**src/rtl/subfield_read_sched.sv**
```systemverilog
module subfield_read_sched #(
  parameter int AREAS  = 32,
  parameter int COLS   = 100,
  parameter int LINES  = 8,
  parameter int DATA_W = 24,
  parameter int RD_LAT = 1,
  localparam int AW = $clog2(AREAS),
  localparam int CW = $clog2(COLS),
  localparam int LW = $clog2(LINES),
  localparam int ADDR_W = 3 + AW + LW + CW,
  localparam int STEP_LEN = AREAS * COLS * LINES,
  localparam int PW = $clog2(STEP_LEN + 1)
) (
  input  logic                     clk,
  input  logic                     rst_n,
  input  logic                     run,
  input  logic [4*PW-1:0]          on_time,
  output logic                     rd_en,
  output logic [ADDR_W-1:0]        rd_addr,
  input  logic [DATA_W-1:0]        rd_data,
  output logic [AREAS*DATA_W-1:0]  area_bus,
  output logic                     bus_strobe,
  output logic                     duty_en
);

  logic [AW-1:0] area;
  logic [CW-1:0] col;
  logic [LW-1:0] line;
  logic [4:0]    step;
  logic [PW-1:0] pos;
  logic [2:0]    field;

  function automatic logic [2:0] step_field(input logic [4:0] s);
    if (s < 5'd8)       return 3'd7;
    else if (s < 5'd12) return 3'd6;
    else if (s < 5'd14) return 3'd5;
    else if (s == 5'd14) return 3'd4;
    else                return 3'(5'd18 - s);
  endfunction

  wire a_last   = area == AW'(AREAS - 1);
  wire c_last   = col  == CW'(COLS - 1);
  wire l_last   = line == LW'(LINES - 1);
  wire s_last   = step == 5'd18;
  wire step_end = a_last && c_last && l_last;

  assign field   = step_field(step);
  assign rd_en   = run;
  assign rd_addr = {field, area, line, col};
  assign duty_en = field[2] | (pos < on_time[field[1:0]*PW +: PW]);

  always_ff @(posedge clk) begin
    if (!rst_n) begin
      area <= '0;
      col  <= '0;
      line <= '0;
      step <= '0;
      pos  <= '0;
    end else if (run) begin
      area <= a_last ? '0 : area + 1'b1;
      if (a_last)
        col <= c_last ? '0 : col + 1'b1;
      if (a_last && c_last)
        line <= l_last ? '0 : line + 1'b1;
      if (step_end)
        step <= s_last ? '0 : step + 1'b1;
      pos <= step_end ? '0 : pos + 1'b1;
    end
  end

  logic [RD_LAT-1:0] vld_sr;
  logic [AW-1:0]     area_sr [RD_LAT];
  logic [AREAS*DATA_W-1:0] hold;

  wire           vld_d  = vld_sr[RD_LAT-1];
  wire [AW-1:0]  area_d = area_sr[RD_LAT-1];

  always_ff @(posedge clk) begin
    if (!rst_n) begin
      vld_sr <= '0;
      for (int i = 0; i < RD_LAT; i++) area_sr[i] <= '0;
    end else begin
      vld_sr[0]  <= run;
      area_sr[0] <= area;
      for (int i = 1; i < RD_LAT; i++) begin
        vld_sr[i]  <= vld_sr[i-1];
        area_sr[i] <= area_sr[i-1];
      end
    end
  end

  always_ff @(posedge clk) begin
    if (!rst_n) begin
      hold       <= '0;
      area_bus   <= '0;
      bus_strobe <= 1'b0;
    end else begin
      bus_strobe <= vld_d && (area_d == AW'(AREAS - 1));
      if (vld_d) begin
        hold[area_d*DATA_W +: DATA_W] <= rd_data;
        if (area_d == AW'(AREAS - 1)) begin
          area_bus <= hold;
          area_bus[(AREAS-1)*DATA_W +: DATA_W] <= rd_data;
        end
      end
    end
  end

endmodule

```
**config.mk**
```make
export PLATFORM = sky130hd
export DESIGN_NAME = subfield_read_sched
export DESIGN_NICKNAME = d
export VERILOG_FILES = /design/src/rtl/subfield_read_sched.sv
export SDC_FILE = /design/constraint.sdc
export NUM_CORES = 2
export LEC_CHECK = 0
export BUFFER_PORTS_ARGS = -buffer_cell sky130_fd_sc_hd__buf_4
export CAP_MARGIN = 20
export CORE_MARGIN = 5
export CORE_UTILIZATION = 37
export CTS_CLUSTER_DIAMETER = 30
export DETAILED_ROUTE_END_ITERATION = 16
export PLACE_DENSITY = 0.62
export SLEW_MARGIN = 20
export SYNTH_ARGS = -nofsm -noshare
export SYNTH_HDL_FRONTEND = slang
export SYNTH_SLANG_ARGS = --single-unit
```
**constraint.sdc**
```tcl
create_clock -name clk -period 9 [get_ports clk]
set_input_delay 0.45 -clock clk [delete_from_list [all_inputs] [get_ports clk]]
set_output_delay 0.45 -clock clk [all_outputs]
set_load 0.01 [all_outputs]
```
* After elaboration in Yosys (flattened, before gate mapping)
Memory sizes are Yosys's and may differ from the RTL's.
Cells that the tools add are included.
** Cells by class
- Add/subtract/negate cells :: 7
- Multiply operators :: 2
- Order comparisons :: 4
- Equal/unequal tests :: 6
- Shifts and indexed selects :: 3
- Mux-type cells :: 14
- Bitwise logic cells :: 1
- Reductions and logical operators :: 8
** Operator list (number)
- 768-bit bitwise mux :: 1
- 24-bit by 34-bit variable shift with 768-bit output, first input constant :: 1
- 24-bit by 34-bit variable part select with 768-bit output :: 1
- 60-bit by 7-bit variable part select with 15-bit output :: 1
- 10-bit negation with 34-bit output :: 1
- 15-bit by 1-bit adder with 15-bit output, second input constant :: 1
- 5-bit == test, second input constant :: 3
- 15-bit < comparator :: 1
- 5-bit by 4-bit < comparator with 1-bit output, second input constant :: 3
- 15-bit two-way mux :: 1
- 3-bit two-way mux :: 5
- 5-bit two-way mux :: 3
- 5-bit by 1-bit adder with 5-bit output, second input constant :: 2
- 2-bit AND reduction :: 4
- 7-bit by 1-bit adder with 7-bit output, second input constant :: 1
- 7-bit == test, second input constant :: 1
- 5-bit by 2-bit multiplier with 7-bit output, second input constant :: 1
- 7-bit two-way mux :: 1
- 2-bit by 4-bit multiplier with 6-bit output, second input constant :: 1
- 5-bit by 4-bit == test with 1-bit output, second input constant :: 1
- 5-bit OR reduction :: 1
- 3-bit by 1-bit adder with 3-bit output, second input constant :: 1
- 3-bit == test, second input constant :: 1
- 1-bit logical AND :: 3
- 3 further kinds :: 5
** Storage, ports and cells
- Bits in registers :: 1573
- Memory bits (writable) :: 5
- Input port bits :: 87
- Output and inout port bits :: 789
- Memories :: 1
** Memories
- area_sr :: depth 1, width 5, rd ports 1, clocked after Yosys merged registers in 0, write ports 1, RTL line 72 : logic [AW-1:0] area_sr [RD_LAT];

* Longest topological paths before layout
- Depth in word-level cells :: 9
- Gate-level depth with buffers :: 16
- Depth with buffers taken out :: 13

* Worst setup path before layout
OpenSTA, ideal clock, no wires.
- Kind :: reg2reg
- From :: memory area_sr[0][1] in the netlist's numbering
- To :: register hold[598]
- Library setup time :: 117 ps
- Data arrival time :: 4044 ps
- Data required time :: 8883 ps
- Setup slack :: 4839 ps
- Cell stages (with the launch flop) :: 16
- Path buffers :: 3
- Cell sequence :: dfxtp_1 > ha_1 > fa_1 > a211o_2 > and3_1 > buf_6 > o2111ai_4 > inv_4 > ha_1 > nand2b_1 > or3_4 > or4_1 > buf_2 > buf_6 > nand3_1 > o21ai_1
** On the way
- Longest elaborated chain between the ends :: 5
- Elaborated cells between the ends (all ways) :: 6
- Those cells by class :: 1 x add/sub; 1 x mul; 2 x shift; 1 x mux; 1 x memory
** Ends and longest elaborated chain
- start: declaration :: RTL line 72
- memory read 1 x 5 bit *
- 5-bit by 2-bit multiplier with 7-bit output * :: RTL line 100 : hold[area_d*DATA_W +: DATA_W] <= rd_data;
- 10-bit negation with 34-bit output * :: RTL line 100
- 24-bit by 34-bit variable part select with 768-bit output or 24-bit by 34-bit variable shift with 768-bit output (tied branches) :: RTL line 100
- 768-bit bitwise mux * :: RTL line 100
- end signal: indexed assignment :: RTL line 100
- end: declaration :: RTL line 73 : logic [AREAS*DATA_W-1:0] hold;
Every way passes the cells marked *; elsewhere a longest branch is shown, timed or not.
A chain may end at the register's enable or synchronous reset.

* Worst setup path after layout
- From :: memory area_sr[0][0] in the netlist's numbering
- To :: register hold[277]
The elaborated chain is that of the path after synthesis.

==> results by group <==
Die
  – Top Ports: 876
  – Area inside the core boundary: 158,000 um^2
  – Die boundary height: 408 um
  – Width of the die: 408 um
  – Placement row count: between 100 and 150
  – Die footprint: 166,000 um^2
  – Effective utilization at floorplan: between 30% and 40%

Synth
  – Synthesized Nets: 7,118
  – Fraction of the yosys area taken by sequential cells: between 50% and 60%
  – Dominant synthesized flop cell: sky130_fd_sc_hd__dfxtp_1
  – Flip-flop and latch count after synthesis: around 1,600
  – Largest cells by area after synthesis: sky130_fd_sc_hd__dfxtp_1 (53%), sky130_fd_sc_hd__nand2_1 (13%), sky130_fd_sc_hd__a21oi_1 (8.2%), sky130_fd_sc_hd__nand3_1 (3.0%), sky130_fd_sc_hd__clkbuf_1 (2.5%)
  – Top cells by instance count after synthesis: sky130_fd_sc_hd__nand2_1 (2,061), sky130_fd_sc_hd__dfxtp_1 (1,554), sky130_fd_sc_hd__a21oi_1 (955)
  – Netlist Area Pre-Place: 58,500 um^2
  – Library cell occupying the most area in the post-synthesis netlist: sky130_fd_sc_hd__dfxtp_1
  – Leading cell type by number of instances after synthesis: sky130_fd_sc_hd__nand2_1
  – Synth async-reset ratio: 0%
  – Count of distinct cell types in the synthesized netlist: 100
  – Portion of synthesized cell area occupied by the leading cell type: 53.1%
  – Number of enable flip-flop cells after synthesis: 0
  – Post-Synthesis Cells: ~7,000
  – Yosys warning count: 0
  – Avg Cell Area, Syn: 8.36 um^2

Placed design
  – Half-perimeter wire length after detailed placement: 171,000 um
  – Gpl congestion: 0.943
  – IO Port Bufs: 875

STA
  – Normalized max-slew margin: 20.4%
  – Unrepaired setup endpoints after global routing: false
  – Accumulated negative setup slack: 0 ns
  – Time the worst path needs with I/O delays and setup: around 6.5 ns
  – Final Hold Viols: 0
  – Final setup fails: 0
  – Max-slew violation count: 0
  – Setup skew after layout: 0.108 ns
  – Least-Margin Pin Slew: 1.18 ns
  – Share of the clock period used by the worst path: around 72%
  – Max Freq: 154 MHz
  – Worst hold margin: 0.380 ns

Power
  – Sum of internal, switching and leakage power: 20.2 mW
  – PD cells: 257 nW/um^2
  – Leakage power: 29.7 nW
  – Maximum resistive drop on vdd: 0.194 mV

Worst hold path
  – Kind of path behind the tightest hold check: flop to flop

CTS
  – Cells resized by post-CTS repair: 0
  – CTS tree: yes
  – Clock-pin slew on the worst setup and hold paths: 0.05 ns
  – Clock buffer depth: 4
  – CTS H-tree lvls: 5
  – CTS root buf: sky130_fd_sc_hd__clkbuf_16
  – Total CTS buffers: 352
  – Clock latency reported for the late side of the worst-skew pair: 0.95 ns
  – Number of buffers inserted by post-CTS setup repair: 0
  – Clk sink count: 1,554

Global route
  – Number of global-route vias before repair: 52,600
  – Global-route wire length before repair: 353,000 um
  – Total congestion overflow: 0
  – Total global routing track utilization: 28.2%
  – Largest net degree at the start of global routing: 243
  – Number of antenna violations at the first check in global routing: 5

Critical path
  – Category of the worst setup path capture point: flop
  – Critical path data arrival time: around 7.3 ns
  – CP startpoint kind: flop
  – Worst setup path class: flop to flop
  – WP data required: 9.77 ns
  – Highest net fanout along the worst path: 73

Route
  – DRC violations left: 0
  – Vias per Instance: 5.39
  – Routed length per placed instance: 24.3 um
  – Detailed Routing Iterations Pass 1: 8
  – Post-detailed-route count of antenna-violating nets: 0
  – Vias after detailed routing: between 50,000 and 60,000
  – Routed WL: 247,000 um
  – First DRT Iteration DRCs: approximately 4,900

Layout
  – Share of final-layout standard cells stronger than drive strength 1: 21.0%
  – P&R area growth vs syn: 34.1%
  – Share of the core filled with cells: between 40 and 50%
  – Total number of nets in the final design: 7,940

Run
  – Number of maximum-capacitance violations: 0

Status
  – Run status: finished clean
final timing paths:
| kind | from | slack, ns | cells after the start | endpoint |
|---|---|---|---|---|
| max | area_sr[0][0] | 2.49 | 13 | hold[277] |
| min | hold[579] | 0.38 | 2 | area_bus[579] |
| max reg2reg | area_sr[0][0] | 2.49 | 13 | hold[277] |
| min reg2reg | hold[579] | 0.38 | 2 | area_bus[579] |
flip-flops by register name, indices dropped and copies added, names as in the netlist:
signal	count
hold	744
line	3
col	7
area_sr	5
pos	15
vld_d	1
area	5
bus_strobe	1
area_bus	768
step	5
cells in the final DEF (no fill, tap or decap), types with 11 or more instances in the layout:
cell type and n:
sky130_fd_sc_hd__nand2_1 2060, sky130_fd_sc_hd__dfxtp_1 1553, sky130_fd_sc_hd__buf_4 960, sky130_fd_sc_hd__a21oi_1 951, sky130_fd_sc_hd__nand3_1 356, sky130_fd_sc_hd__clkbuf_16 355
sky130_fd_sc_hd__nor2_1 302, sky130_fd_sc_hd__o21ai_0 249, sky130_fd_sc_hd__a22o_1 136, sky130_fd_sc_hd__mux2i_1 129, sky130_fd_sc_hd__a211oi_1 78, sky130_fd_sc_hd__clkinv_2 67
sky130_fd_sc_hd__nand4_1 46, sky130_fd_sc_hd__o31ai_1 44, sky130_fd_sc_hd__clkbuf_8 42, sky130_fd_sc_hd__inv_1 39, sky130_fd_sc_hd__clkbuf_1 36, sky130_fd_sc_hd__clkinvlp_4 36
sky130_fd_sc_hd__bufinv_16 35, sky130_fd_sc_hd__a22oi_1 33, sky130_fd_sc_hd__ha_1 30, sky130_fd_sc_hd__a32oi_1 26, sky130_fd_sc_hd__dlygate4sd3_1 26, sky130_fd_sc_hd__clkinv_4 25
sky130_fd_sc_hd__o2bb2ai_1 24, sky130_fd_sc_hd__o21ai_1 24, sky130_fd_sc_hd__and3_1 23, sky130_fd_sc_hd__a21o_1 19, sky130_fd_sc_hd__nor3_1 17, sky130_fd_sc_hd__nor3_2 17
sky130_fd_sc_hd__inv_6 17, sky130_fd_sc_hd__xor2_1 16, sky130_fd_sc_hd__nor2_2 15, sky130_fd_sc_hd__nand2b_1 14, sky130_fd_sc_hd__and2_1 13, sky130_fd_sc_hd__nand3b_1 13
sky130_fd_sc_hd__nor2b_1 12, sky130_fd_sc_hd__nor3_4 11, sky130_fd_sc_hd__o21a_1 11
final cells by class:
class / count / area [um^2]
fillers: 15000 / 79300
clock inverters: 186 / 2110
repair buffers: 995 / 7630
clock buffers: 433 / 9600
diodes: 5 / 12.5
flip-flops and latches: 1554 / 31100
well taps: 2072 / 2590
multi-input cells: 4877 / 25300
inverters: 42 / 168
power breakdown:
| part | switching, mW | internal (mW) | total, mW |
|---|---|---|---|
| combinational | 0.592 | 0.160 | 0.752 |
| clock | 4.02 | 8.52 | 12.5 |
| sequential | 0.00607 | 6.91 | 6.91 |
cell families (layout without fill, tap and decap cells):
| group | Yosys count | count (layout) | share of synthesized area (%) |
|---|---|---|---|
| mux | 138 | 138 | 2.40 |
| compound gates | 1720 | 1720 | 18.0 |
| simple gates | 2958 | 2958 | 21.3 |
| xor+xnor | 30 | 30 | 0.507 |
| fa+ha+maj | 31 | 31 | 0.675 |
| flops | 1554 | 1554 | 53.1 |
| other cells | 0 | 5 | 0 |
| buf+inv | 569 | 1656 | 3.98 |
per-stage QoR:
step	worst slack, ns	instances	cell area, um^2
floorplan	4.84	7000	58500
global placement	2.92	9510	66400
detailed placement	2.74	9513	66500
CTS	2.66	10200	78400
global route	2.26	10200	78500
finish	2.49	10200	78500
routing by layer:
| metal | part of all wire (%) | global-route usage (%) | wire length (um) | vias up |
|---|---|---|---|---|
| li1 | - | - | - | 25600 |
| met1 | 40 | 34.1 | 98400 | 26300 |
| met2 | 45 | 44.6 | 112000 | 2329 |
| met3 | 8.7 | 8.44 | 21400 | 588 |
| met4 | 6.1 | 16.1 | 15100 | 6 |
| met5 | 0.016 | 0 | 40 | - |
worst max-delay path, stage by stage, from the launching register on:
cell	delay (ns)
sky130_fd_sc_hd__dfxtp_2	0.30
sky130_fd_sc_hd__buf_4	0.63
sky130_fd_sc_hd__ha_1	0.40
sky130_fd_sc_hd__fa_1	0.46
sky130_fd_sc_hd__xor2_4	0.65
sky130_fd_sc_hd__nor2_2	0.25
sky130_fd_sc_hd__o2111ai_4	0.33
sky130_fd_sc_hd__inv_4	0.12
sky130_fd_sc_hd__ha_1	0.81
sky130_fd_sc_hd__and2_1	0.35
sky130_fd_sc_hd__nand3_4	0.36
sky130_fd_sc_hd__nor2_2	0.88
sky130_fd_sc_hd__a32oi_1	0.42
sky130_fd_sc_hd__o211a_1	0.34
timing repair:
action / 4_1_cts / 5_1_grt
hold buffers: 26 / 0
hold endpoints to repair: 46 / 0
setup endpoints to repair: 0 / 0
No activity file was read; power rests on OpenSTA's default activity.
